[src/rtl/ict_pkg.sv]
// Shared constants for the 8x8 integer cosine transform pipeline.
// Assumes a fixed 8-point transform; all latencies below are derived from it.
package ict_pkg;
    localparam int PTS        = 8;               // points per 1-D transform
    localparam int BLK        = PTS * PTS;       // samples per 2-D block
    localparam int GROWTH     = 6;               // bits gained per 1-D pass (27*2 < 64)
    localparam int UNIT_LAT   = PTS - 1 + 3;     // first input to first output of a 1-D unit
    localparam int XPOSE_LAT  = 2;               // last write to first read data
    localparam int LAT        = UNIT_LAT + (BLK - 1) + XPOSE_LAT + UNIT_LAT;
endpackage

[src/rtl/ict_1d_unit.sv]
// 8-point one-dimensional forward integer cosine transform, serial in and out.
// Collects 8 samples; on the flagged last one, registers the butterfly sums and
// differences. A half-rate enable then drives one shared shift-add network that
// yields an even/odd coefficient pair every second cycle. The pairs are
// serialised in order 0..7, starting 3 cycles after the last input.
// Assumes the 8 samples of a vector arrive on consecutive valid cycles.
module ict_1d_unit #(
    parameter int  IN_W  = 9,
    localparam int OUT_W = IN_W + ict_pkg::GROWTH
) (
    input  logic                    clk,
    input  logic                    rst_n,
    input  logic                    smp_valid,
    input  logic                    smp_last,
    input  logic signed [IN_W-1:0]  smp_data,
    output logic                    coef_valid,
    output logic signed [OUT_W-1:0] coef_data
);
    import ict_pkg::*;

    localparam int BW   = IN_W + 1;
    localparam int HALF = PTS / 2;

    logic signed [IN_W-1:0]  hist   [0:PTS-2];
    logic signed [IN_W-1:0]  vec    [0:PTS-1];
    logic signed [BW-1:0]    sum_w  [0:HALF-1];
    logic signed [BW-1:0]    dif_w  [0:HALF-1];
    logic signed [BW-1:0]    sum_r  [0:HALF-1];
    logic signed [BW-1:0]    dif_r  [0:HALF-1];
    logic                    run;
    logic [2:0]              seq;
    logic                    half_en;
    logic [1:0]              pair_idx;
    logic signed [OUT_W-1:0] e_a, e_b, e_p, e_q;
    logic signed [OUT_W-1:0] d0, d1, d2, d3;
    logic signed [OUT_W-1:0] w10, w9, w6, w2;
    logic signed [OUT_W-1:0] even_w, odd_w;
    logic signed [OUT_W-1:0] even_r, odd_r;
    logic                    run_d;
    logic                    odd_sel_d;

    // Sample history: shift each accepted sample into the line.
    always_ff @(posedge clk) begin
        if (!rst_n) begin
            for (int i = 0; i < PTS - 1; i++) hist[i] <= '0;
        end else if (smp_valid) begin
            hist[0] <= smp_data;
            for (int i = 1; i < PTS - 1; i++) hist[i] <= hist[i-1];
        end
    end

    // Assemble the full vector in index order; the newest sample is element 7.
    for (genvar j = 0; j < PTS; j++) begin : g_vec
        if (j == PTS - 1) begin : g_new
            assign vec[j] = smp_data;
        end else begin : g_old
            assign vec[j] = hist[PTS-2-j];
        end
    end

    // Symmetric butterflies: sums feed the even rows, differences the odd rows.
    for (genvar i = 0; i < HALF; i++) begin : g_bfly
        assign sum_w[i] = BW'(vec[i]) + BW'(vec[PTS-1-i]);
        assign dif_w[i] = BW'(vec[i]) - BW'(vec[PTS-1-i]);
    end

    // Butterfly register: loaded once per vector on the last sample.
    always_ff @(posedge clk) begin
        if (!rst_n) begin
            for (int i = 0; i < HALF; i++) begin
                sum_r[i] <= '0;
                dif_r[i] <= '0;
            end
        end else if (smp_valid && smp_last) begin
            for (int i = 0; i < HALF; i++) begin
                sum_r[i] <= sum_w[i];
                dif_r[i] <= dif_w[i];
            end
        end
    end

    // Output sequencer: counts the 8 output slots of the current vector.
    always_ff @(posedge clk) begin
        if (!rst_n) begin
            run <= 1'b0;
            seq <= '0;
        end else if (smp_valid && smp_last) begin
            run <= 1'b1;
            seq <= '0;
        end else if (run) begin
            seq <= seq + 3'd1;
            if (seq == 3'd7) run <= 1'b0;
        end
    end

    // Half-rate enable derived from the slot counter.
    assign half_en  = run && !seq[0];
    assign pair_idx = seq[2:1];

    // Even-row operands: outer and inner sums and differences.
    assign e_a = OUT_W'(sum_r[0]) + OUT_W'(sum_r[3]);
    assign e_b = OUT_W'(sum_r[1]) + OUT_W'(sum_r[2]);
    assign e_p = OUT_W'(sum_r[0]) - OUT_W'(sum_r[3]);
    assign e_q = OUT_W'(sum_r[1]) - OUT_W'(sum_r[2]);

    // Even coefficient of the current pair (rows 0, 2, 4, 6).
    always_comb begin
        unique case (pair_idx)
            2'd0:    even_w = e_a + e_b;
            2'd1:    even_w = (e_p <<< 1) + e_p + e_q;
            2'd2:    even_w = e_a - e_b;
            default: even_w = e_p - ((e_q <<< 1) + e_q);
        endcase
    end

    assign d0 = OUT_W'(dif_r[0]);
    assign d1 = OUT_W'(dif_r[1]);
    assign d2 = OUT_W'(dif_r[2]);
    assign d3 = OUT_W'(dif_r[3]);

    // Odd-row operand routing: each odd row is a signed permutation of d0..d3
    // against the fixed weights 10, 9, 6, 2.
    always_comb begin
        unique case (pair_idx)
            2'd0:    begin w10 = d0;  w9 = d1; w6 = d2;  w2 = d3;  end
            2'd1:    begin w10 = -d2; w9 = d0; w6 = -d3; w2 = -d1; end
            2'd2:    begin w10 = -d1; w9 = d3; w6 = d0;  w2 = d2;  end
            default: begin w10 = -d3; w9 = d2; w6 = -d1; w2 = d0;  end
        endcase
    end

    // Shared shift-add network for the odd coefficient.
    assign odd_w = (w10 <<< 3) + (w10 <<< 1)
                 + (w9  <<< 3) + w9
                 + (w6  <<< 2) + (w6  <<< 1)
                 + (w2  <<< 1);

    // Pair register: updated only on the half-rate enable.
    always_ff @(posedge clk) begin
        if (!rst_n) begin
            even_r <= '0;
            odd_r  <= '0;
        end else if (half_en) begin
            even_r <= even_w;
            odd_r  <= odd_w;
        end
    end

    // Slot tracking one cycle behind the sequencer, aligned to the pair register.
    always_ff @(posedge clk) begin
        if (!rst_n) begin
            run_d     <= 1'b0;
            odd_sel_d <= 1'b0;
        end else begin
            run_d     <= run;
            odd_sel_d <= seq[0];
        end
    end

    // Serialiser: even member first, odd member second.
    always_ff @(posedge clk) begin
        if (!rst_n) begin
            coef_valid <= 1'b0;
            coef_data  <= '0;
        end else begin
            coef_valid <= run_d;
            if (run_d) coef_data <= odd_sel_d ? odd_r : even_r;
        end
    end
endmodule

[src/rtl/ict_transpose_pp.sv]
// Ping-pong transpose store between the row and column passes.
// Writes arrive row-major (row index slow, coefficient index fast) into one
// bank. When a bank fills, reading starts at once, column-major, from that
// bank while the other bank takes the next block. Read data is registered.
// Assumes each block's 64 writes arrive on consecutive cycles.
module ict_transpose_pp #(
    parameter int W = 15
) (
    input  logic                clk,
    input  logic                rst_n,
    input  logic                wr_valid,
    input  logic signed [W-1:0] wr_data,
    output logic                rd_valid,
    output logic                rd_last,
    output logic signed [W-1:0] rd_data
);
    import ict_pkg::*;

    localparam int AW    = $clog2(BLK);
    localparam int HW    = $clog2(PTS);
    localparam int DEPTH = 2 * BLK;

    logic signed [W-1:0] mem [0:DEPTH-1];
    logic [AW-1:0]       wr_cnt;
    logic                wr_bank;
    logic [AW-1:0]       rd_cnt;
    logic                rd_bank;
    logic                rd_run;
    logic                bank_full;
    logic [AW:0]         rd_addr;

    assign bank_full = wr_valid && (wr_cnt == AW'(BLK - 1));

    // Write side: fill the current bank, then flip to the other one.
    always_ff @(posedge clk) begin
        if (!rst_n) begin
            wr_cnt  <= '0;
            wr_bank <= 1'b0;
        end else if (wr_valid) begin
            wr_cnt <= wr_cnt + 1'b1;
            if (bank_full) wr_bank <= !wr_bank;
        end
    end

    // Storage array: row-major address within the selected bank.
    always_ff @(posedge clk) begin
        if (wr_valid) mem[{wr_bank, wr_cnt}] <= wr_data;
    end

    // Read sequencer: starts on a full bank and walks it for one block.
    always_ff @(posedge clk) begin
        if (!rst_n) begin
            rd_run  <= 1'b0;
            rd_cnt  <= '0;
            rd_bank <= 1'b0;
        end else if (bank_full) begin
            rd_run  <= 1'b1;
            rd_cnt  <= '0;
            rd_bank <= wr_bank;
        end else if (rd_run) begin
            rd_cnt <= rd_cnt + 1'b1;
            if (rd_cnt == AW'(BLK - 1)) rd_run <= 1'b0;
        end
    end

    // Transposed address: the read count's low bits select the row.
    assign rd_addr = {rd_bank, rd_cnt[HW-1:0], rd_cnt[AW-1:HW]};

    // Registered read port with column-end marker.
    always_ff @(posedge clk) begin
        if (!rst_n) begin
            rd_valid <= 1'b0;
            rd_last  <= 1'b0;
            rd_data  <= '0;
        end else begin
            rd_valid <= rd_run;
            rd_last  <= rd_run && (rd_cnt[HW-1:0] == HW'(PTS - 1));
            if (rd_run) rd_data <= mem[rd_addr];
        end
    end
endmodule

[src/rtl/ict2d_core.sv]
// Top level of the 8x8 forward integer cosine transform.
// Frames input blocks from the start flag, runs a row pass, a ping-pong
// transpose and a column pass, and marks the first output of each block.
// Assumes every block's 64 samples are on consecutive valid cycles.
module ict2d_core #(
    parameter int  IN_W  = 9,
    localparam int OUT_W = IN_W + 2 * ict_pkg::GROWTH
) (
    input  logic                    clk,
    input  logic                    rst_n,
    input  logic                    in_valid,
    input  logic                    in_sop,
    input  logic signed [IN_W-1:0]  in_data,
    output logic                    out_valid,
    output logic                    out_sop,
    output logic signed [OUT_W-1:0] out_data
);
    import ict_pkg::*;

    localparam int MID_W = IN_W + GROWTH;
    localparam int AW    = $clog2(BLK);
    localparam int HW    = $clog2(PTS);

    logic                    blk_open;
    logic [AW-1:0]           in_cnt;
    logic [AW-1:0]           cur_idx;
    logic                    take;
    logic                    row_end;
    logic                    row_valid;
    logic signed [MID_W-1:0] row_data;
    logic                    col_in_valid;
    logic                    col_in_last;
    logic signed [MID_W-1:0] col_in_data;
    logic [AW-1:0]           out_cnt;

    assign cur_idx = in_sop ? '0 : in_cnt;
    assign take    = in_valid && (in_sop || blk_open);
    assign row_end = take && (cur_idx[HW-1:0] == HW'(PTS - 1));

    // Input framing: a start flag opens a block for 64 samples.
    always_ff @(posedge clk) begin
        if (!rst_n) begin
            blk_open <= 1'b0;
            in_cnt   <= '0;
        end else if (take) begin
            in_cnt   <= cur_idx + 1'b1;
            blk_open <= (cur_idx != AW'(BLK - 1));
        end
    end

    ict_1d_unit #(.IN_W(IN_W)) u_row (
        .clk        (clk),
        .rst_n      (rst_n),
        .smp_valid  (take),
        .smp_last   (row_end),
        .smp_data   (in_data),
        .coef_valid (row_valid),
        .coef_data  (row_data)
    );

    ict_transpose_pp #(.W(MID_W)) u_xpose (
        .clk      (clk),
        .rst_n    (rst_n),
        .wr_valid (row_valid),
        .wr_data  (row_data),
        .rd_valid (col_in_valid),
        .rd_last  (col_in_last),
        .rd_data  (col_in_data)
    );

    ict_1d_unit #(.IN_W(MID_W)) u_col (
        .clk        (clk),
        .rst_n      (rst_n),
        .smp_valid  (col_in_valid),
        .smp_last   (col_in_last),
        .smp_data   (col_in_data),
        .coef_valid (out_valid),
        .coef_data  (out_data)
    );

    // Output position count: marks the first coefficient of each block.
    always_ff @(posedge clk) begin
        if (!rst_n) out_cnt <= '0;
        else if (out_valid) out_cnt <= out_cnt + 1'b1;
    end

    assign out_sop = out_valid && (out_cnt == '0);
endmodule

[config.mk]
export PLATFORM = sky130hd
export DESIGN_NAME = ict2d_core
export DESIGN_NICKNAME = d
export VERILOG_FILES = /design/src/rtl/ict_pkg.sv /design/src/rtl/ict_1d_unit.sv /design/src/rtl/ict_transpose_pp.sv /design/src/rtl/ict2d_core.sv
export SDC_FILE = /design/constraint.sdc
export NUM_CORES = 2
export LEC_CHECK = 0
export BUFFER_PORTS_ARGS = -buffer_cell sky130_fd_sc_hd__buf_2
export CAP_MARGIN = 15
export CORE_AREA = 2 2 471 473
export CTS_CLUSTER_DIAMETER = 40
export DETAILED_ROUTE_END_ITERATION = 8
export DIE_AREA = 0 0 473 475
export PLACE_DENSITY = 0.7
export SLEW_MARGIN = 30
export SYNTH_ARGS = -nofsm -noshare
export SYNTH_HDL_FRONTEND = slang
export SYNTH_SLANG_ARGS = --single-unit
[constraint.sdc]
create_clock -name clk -period 8.4 [get_ports clk]
set_input_delay 0.42 -clock clk [delete_from_list [all_inputs] [get_ports clk]]
set_output_delay 0.42 -clock clk [all_outputs]
set_load 0.05 [all_outputs]
# Word-level counts from Yosys, hierarchy flattened
# Memories as Yosys holds them, arrays and structs flattened. A register that Yosys moved wholly into a read port is not among the register bits.
# Cells that the tools add are included.
[word_totals] ramBits=2296 out_inout_bits=23 reg_bits=152 n_memories=7
[mem_list] memory="u_xpose.mem" depth=128 word_bits=15 read_ports=1 rd_clocked_by_memory_dff=1 write_ports=1 line="ict_transpose_pp.sv:23" rtl="logic signed [W-1:0] mem [0:DEPTH-1];"
[mem_list] memory="u_col.hist" depth=7 word_bits=15 read_ports=7 rd_clocked_by_memory_dff=0 write_ports=7 line="ict_1d_unit.sv:24" rtl="logic signed [IN_W-1:0] hist [0:PTS-2];"
[mem_list] memory="u_col.dif_r" depth=4 word_bits=16 read_ports=4 rd_clocked_by_memory_dff=0 write_ports=4 line="ict_1d_unit.sv:29" rtl="logic signed [BW-1:0] dif_r [0:HALF-1];"
[mem_list] memory="u_col.sum_r" depth=4 word_bits=16 read_ports=4 rd_clocked_by_memory_dff=0 write_ports=4 line="ict_1d_unit.sv:28" rtl="logic signed [BW-1:0] sum_r [0:HALF-1];"
[mem_list] memory="u_row.hist" depth=7 word_bits=9 read_ports=7 rd_clocked_by_memory_dff=0 write_ports=7 line="ict_1d_unit.sv:24"
[mem_list] memory="u_row.dif_r" depth=4 word_bits=10 read_ports=4 rd_clocked_by_memory_dff=0 write_ports=4 line="ict_1d_unit.sv:29"
[mem_list] memory="1 more memories"
[classes] mux=67 add_sub_neg=60 n_reduce_logical=21 bitwise=31 n_eq_ne=11
[ops] op="21-bit adder" count=10
[ops] op="20-bit case mux with 3 select lines" count=3
[ops] op="15-bit adder" count=10
[ops] op="16-bit two-way mux" count=8
[ops] op="14-bit case mux with 3 select lines" count=3
[ops] op="21-bit case mux with 3 select lines" count=2
[ops] op="15-bit two-way mux" count=8
[ops] op="15-bit case mux with 3 select lines" count=2
[ops] op="10-bit two-way mux" count=8
[ops] op="15-bit by 15-bit adder with 16-bit output" count=4
[ops] op="15-bit by 15-bit subtractor with 16-bit output" count=4
[ops] op="9-bit two-way mux" count=7
[ops] op="16-bit negation with 20-bit output" count=3
[ops] op="10-bit negation with 14-bit output" count=3
[ops] op="21-bit subtractor" count=2
[ops] op="9-bit by 9-bit adder with 10-bit output" count=4
[ops] op="9-bit by 9-bit subtractor with 10-bit output" count=4
[ops] op="16-bit by 16-bit adder with 17-bit output" count=2
[ops] op="16-bit by 16-bit subtractor with 17-bit output" count=2
[ops] op="1-bit bitwise OR" count=30
[ops] op="15-bit subtractor" count=2
[ops] op="6-bit by 1-bit adder with 6-bit output, second input constant" count=4
[ops] op="1-bit two-way mux" count=24
[ops] op="10-bit by 10-bit adder with 11-bit output" count=2
[ops] op="other kinds (17)" count=39

# Longest topological paths before layout
# An unclocked memory read counts as a cell.
[depth] ltp_word=9 depth_mapped=27 depth_no_buf=27

# Cells and area by module
# Synthesis repeated with hierarchy kept, for this count alone.
[hier_totals] cells_unflattened=8560 hier_area_um2=121893.2
[modules_own_cells] module="ict_transpose_pp" n_inst=1 seq_area_each_um2=58295.9 area_each_um2=75038.2 cells_each=3454
[modules_own_cells] module="ict_1d_unit (u_col)" n_inst=1 seq_area_each_um2=8257.9 area_each_um2=28558.6 cells_each=3147
[modules_own_cells] module="ict_1d_unit (u_row)" n_inst=1 seq_area_each_um2=5195.0 area_each_um2=17629.4 cells_each=1885
[modules_own_cells] module="ict2d_core" n_inst=1 seq_area_each_um2=260.2 area_each_um2=666.9 cells_each=74

# Worst setup path after synthesis
# No wires, ideal clock.
[synth_timing] path_kind="register -> register" from="register u_col.seq[2]" to="register u_col.odd_r[20]" stages_incl_launch_ff=24 setup_ps=122 arrival_time_ps=6368 t_required_ps=8278 setup_slack_ps=1910 path_cell_list="dfxtp_1 -> clkbuf_1 -> clkbuf_1 -> clkbuf_1 -> clkbuf_1 -> nor2_1 -> a21oi_1 -> fa_1 -> fa_1 -> inv_1 -> fa_1 -> fa_1 -> ha_1 -> fa_1 -> a21oi_1 -> o21bai_1 -> a21oi_1 -> o21a_1 -> o21ai_0 -> nor4_1 -> nor3_1 -> a41oi_1 -> a2111oi_2 -> a311o_1"
[synth_via] elab_chain_len=8 word_cells_on_any_way=13 cone_classes="add/sub: 6; eq/ne: 2; mux: 4; reduce/logical: 1"
[synth_rtl] element="from (decl)" line="ict_1d_unit.sv:31" rtl="logic [2:0] seq;"
[synth_rtl] element="from (signal assigned)" line="ict_1d_unit.sv:91" rtl="seq <= seq + 3'd1;"
[synth_rtl] element="2-bit == test, or another cell as far along" line="ict_1d_unit.sv:124" rtl="unique case (pair_idx)"
[synth_rtl] element="20-bit case mux with 3 select lines" line="ict_1d_unit.sv:124"
[synth_rtl] element="21-bit adder" line="ict_1d_unit.sv:133" rtl="assign odd_w = (w10 <<< 3) + (w10 <<< 1)"
[synth_rtl] element="21-bit adder (2 in a row)" line="ict_1d_unit.sv:134" rtl="+ (w9 <<< 3) + w9"
[synth_rtl] element="21-bit adder (2 in a row)" line="ict_1d_unit.sv:135" rtl="+ (w6 <<< 2) + (w6 <<< 1)"
[synth_rtl] element="21-bit adder (*)" line="ict_1d_unit.sv:136" rtl="+ (w2 <<< 1);"
[synth_rtl] element="to (signal assigned)" line="ict_1d_unit.sv:145" rtl="odd_r <= odd_w;"
[synth_rtl] element="to (decl)" line="ict_1d_unit.sv:38" rtl="logic signed [OUT_W-1:0] even_r, odd_r;"
# Mark *: on every way between the ends. The rest lies on a longest branch, timed or not.
# A chain may end at the register's enable or synchronous reset.

==> impl_metrics.json <==
{
  "vias": 70209,
  "final_nets": 8950,
  "dr.first_iter.drc_count": 7821,
  "synthArstFlopShare": 0,
  "power_per_cell_area_nw_per_um2": 230,
  "synth_compound_gate_area_share": 0.0570,
  "synth_area_in_simple_gates": 0.0660,
  "postSynthNetCount": 8769,
  "drive_gt1_frac": 0.184,
  "yosys.area_share.xor_xnor": 0.0286,
  "core_um2": 219000,
  "post_drt_via_cell_ratio": 6.16,
  "area_growth_syn_to_layout_pct": 13.0,
  "start_util": 0.550,
  "netlist_top_cells_area": "edfxtp_1 57%, mux4_2 13%, ha_1 4.7%",
  "final_max_slew_viol_count": 0,
  "num_io_pins": 36,
  "peak_supply_drop_v": 0.000272,
  "grt.total_usage": 0.267,
  "maximum_number_of_pins_on_one_net_before_global_route_repair": 122,
  "hold_viol": 0,
  "final_design_area_excluding_fillers_um2": 136000,
  "cap_violations": 0,
  "gr-total-overflow": 0,
  "seqCellArea_um2": 72100,
  "fin_crit_ps": 6740,
  "h-tree-depth": 5,
  "finish_stage_setup_viols": 0,
  "post_synth_inst_count": 8079,
  "yosys_warnings": 0,
  "post_cts.repair.setup_buffers": 0,
  "grt_pass1_vias": 70317,
  "yosysSeqAreaShare": 0.598,
  "cts.sinks": 2455,
  "outcome": "finished, final reports clean",
  "drt-wirelength-per-cell_um": 26.1,
  "gp_routability_congestion": 0.910,
  "timing.critical_path.required_ps": 9190,
  "cts_inserted_buffers": 345,
  "crit_path_frequent_cell": "fa_1",
  "hpwl_um": 189000,
  "slowest_delay_ps": 600,
  "n_fill_cell": 15743,
  "drt_drc_violations_left": 0,
  "clock-root-buffer": "clkbuf_16",
  "final_antenna_net_count": 0,
  "multi_input_comb_area_um2": 44800,
  "muxShareOfSynthArea": 0.134,
  "antenna_violations_before_repair": 12,
  "timing_worst_slew_pin_value_ps": 1070,
  "synthDominantCellAreaShare": 0.571,
  "crit_path_end_kind": "flip-flop",
  "timing.critical_path.from_type": "flip-flop",
  "timing.clock.skew_ps": 71.5,
  "fmax_ghz": 0.148,
  "synth_cell_type_count": 93,
  "rows": 172,
  "final_critical_path_share_of_the_clock_period": 0.803,
  "placement.setup.worst_slack_ps": 1700,
  "synth_seq_cells": 2455,
  "cell_area_after_synthesis_um2": 120000,
  "clock_tree_from_tritoncts": "done",
  "largest_family_of_logic_cells_by_synthesized_area": "multiplexers",
  "die_w_um": 473,
  "timing_worst_setup_path_type": "flip-flop to flip-flop",
  "syn_avg_cell_area_um2": 14.9,
  "worst-path-max-fanout": 7,
  "worst_skew_pair.late_latency_ps": 980,
  "path_cells": "nor4_1 -> nor2b_1 -> nand2_1 -> or4_1 -> xnor2_1 -> nand2_1 -> o211ai_1 -> o21ai_0 -> fa_1 -> fa_1 -> fa_1 -> inv_1 -> fa_1 -> inv_1 -> ha_1 -> and2_1 -> o21ai_0 -> o21ai_0 -> nor4_1 -> nor3_1 -> a41oi_1 -> a2111oi_2 -> a311o_1",
  "setup_ws_post_layout_ps": 1660,
  "cp_slowest_cell": "fa_1",
  "timing.critical_path.arrival_ps": 7540,
  "rsz0062_at_grt": "no",
  "synth_ff_type": "edfxtp_1",
  "synth_edf_count": 2288,
  "port_buffers": 35,
  "fp.dieArea_um2": 225000,
  "worst_setup_hold_path_clk_slew_ps": 50,
  "firstDrtPassIters": 6,
  "synth-adder-area-share": 0.0842,
  "first_pass_grt_wire_length_um": 451000,
  "worst_hold_path_type": "input pin to flip-flop",
  "synth_top_cell_by_area": "edfxtp_1",
  "p_leak_nw": 47.7,
  "cts.path.max_buffers": 4,
  "dpl_cell_area_um2": 124000,
  "fin_setup_tns_ps": 0,
  "finalWirelength_um": 297000,
  "timing.max_slew.rel_slack": 0.286,
  "postLayoutCoreUtil": 0.621,
  "die_h_um": 475
}
[per-stage QoR]
stage	hold WS, ps	power (mW)	instances
2_1_floorplan	431	16.4	8079
3_3_place_gp	438	17.1	10764
3_5_place_dp	447	17.2	10771
4_1_cts	199	31.4	11395
5_1_grt	222	32.4	11397
6_report	197	31.3	11399
[what timing repair did]
action                     in CTS  in global routing
hold endpoints to repair       12                  0
hold buffers                   12                  0
gates resized for setup         0                  0
setup endpoints to repair       0                  0
[area by class of cell]
| type | instances | share of cell area |
|---|---|---|
| clock buffer | 392 | 0.0659 |
| inverter | 641 | 0.0177 |
| timing repair buffer | 215 | 0.0132 |
| multi-input combinational | 4602 | 0.329 |
| clock inverter | 220 | 0.0175 |
| antenna | 3 | 0.0000552 |
| sequential | 2455 | 0.530 |
| tap | 2871 | 0.0264 |
[kinds of logic (layout without fill, tap and decap cells)]
kind of cell    after synthesis  count (layout)
simple gates               1684            1684
fa+ha+maj                   677             677
buf+inv                    1022            1468
other cells                   0               3
xor+xnor                    390             390
compound gates             1090            1090
mux                         761             761
flops                      2455            2455
[worst paths after layout]
check                             startpoint                            to  slack, ps  cells after the start
max          u_col.dif_r[3][2]$_SDFFCE_PN0P_  u_col.odd_r[20]$_SDFFE_PN0P_       1660                     23
min                                 in_valid        in_cnt[1]$_SDFFE_PN0P_        200                      4
max reg2reg  u_col.dif_r[3][2]$_SDFFCE_PN0P_  u_col.odd_r[20]$_SDFFE_PN0P_       1660                     23
min reg2reg     u_col.odd_r[19]$_SDFFE_PN0P_  u_col.odd_r[19]$_SDFFE_PN0P_        450                      2
[cells in the mapped netlist (40+ instances only)]
library cell,n
edfxtp_1,2288
mux4_2,676
nor2_1,648
inv_1,638
ha_1,455
a21oi_1,350
nand2_1,310
clkbuf_1,301
xnor2_1,266
o21ai_0,242
fa_1,222
dfxtp_1,167
nor3_1,165
and3_1,150
xor2_1,122
nand3_1,78
a211oi_1,77
buf_1,73
o21bai_1,73
nor2b_1,71
mux2i_1,65
nand2b_1,62
a21o_1,57
o211ai_1,45
a31oi_1,43
and2_1,40
[cells in the final DEF (no fill, tap or decap), types with 65 or more instances in the layout]
| master | count |
|---|---|
| a211oi_1 | 77 |
| a21oi_1 | 350 |
| and3_1 | 150 |
| buf_4 | 139 |
| clkbuf_16 | 352 |
| dfxtp_1 | 139 |
| edfxtp_1 | 2288 |
| fa_1 | 222 |
| ha_1 | 455 |
| inv_1 | 637 |
| mux2i_1 | 65 |
| mux4_2 | 676 |
| nand2_1 | 305 |
| nand3_1 | 72 |
| nor2_1 | 619 |
| nor2b_1 | 68 |
| nor3_1 | 161 |
| o21ai_0 | 241 |
| o21bai_1 | 73 |
| xnor2_1 | 266 |
| xor2_1 | 122 |
[state kept, by name, indices dropped and copies added, names as in the netlist, 21 cells and up]
name,count
u_col.coef_data,21
u_col.dif_r,64
u_col.even_r,21
u_col.hist,105
u_col.odd_r,21
u_col.sum_r,60
u_row.dif_r,40
u_row.hist,63
u_row.sum_r,36
u_xpose.mem,1920
[worst max-delay path: cells and delay by family, from the launching register on]
| kind | cells | cell delay [ps] |
|---|---|---|
| AOI/OAI and AO/OA | 7 | 1480 |
| xor gates and xnor gates | 1 | 150 |
| adders and majority gates | 5 | 2400 |
| buffers and inverters | 2 | 90 |
| DFF | 1 | 490 |
| and+or+nand+nor | 8 | 2040 |
[metal layers]
| metal | GRT usage | vias to the layer above | share of wire |
|---|---|---|---|
| met5 | 0 | - | 0.000061 |
| met4 | 0.0928 | 2 | 0.036 |
| met3 | 0.0429 | 557 | 0.078 |
| met2 | 0.419 | 3000 | 0.47 |
| met1 | 0.382 | 35718 | 0.42 |
| li1 | - | 30932 | - |
[power breakdown]
| part | total (mW) | switching (mW) | leakage (nW) | internal, mW |
|---|---|---|---|---|
| Combinational | 3.61 | 2.11 | 19.3 | 1.50 |
| Sequential | 13.4 | 0.0868 | 23.0 | 13.3 |
| Clock | 14.3 | 5.51 | 5.44 | 8.82 |
Note: power is estimated with default switching activity, not from simulation.
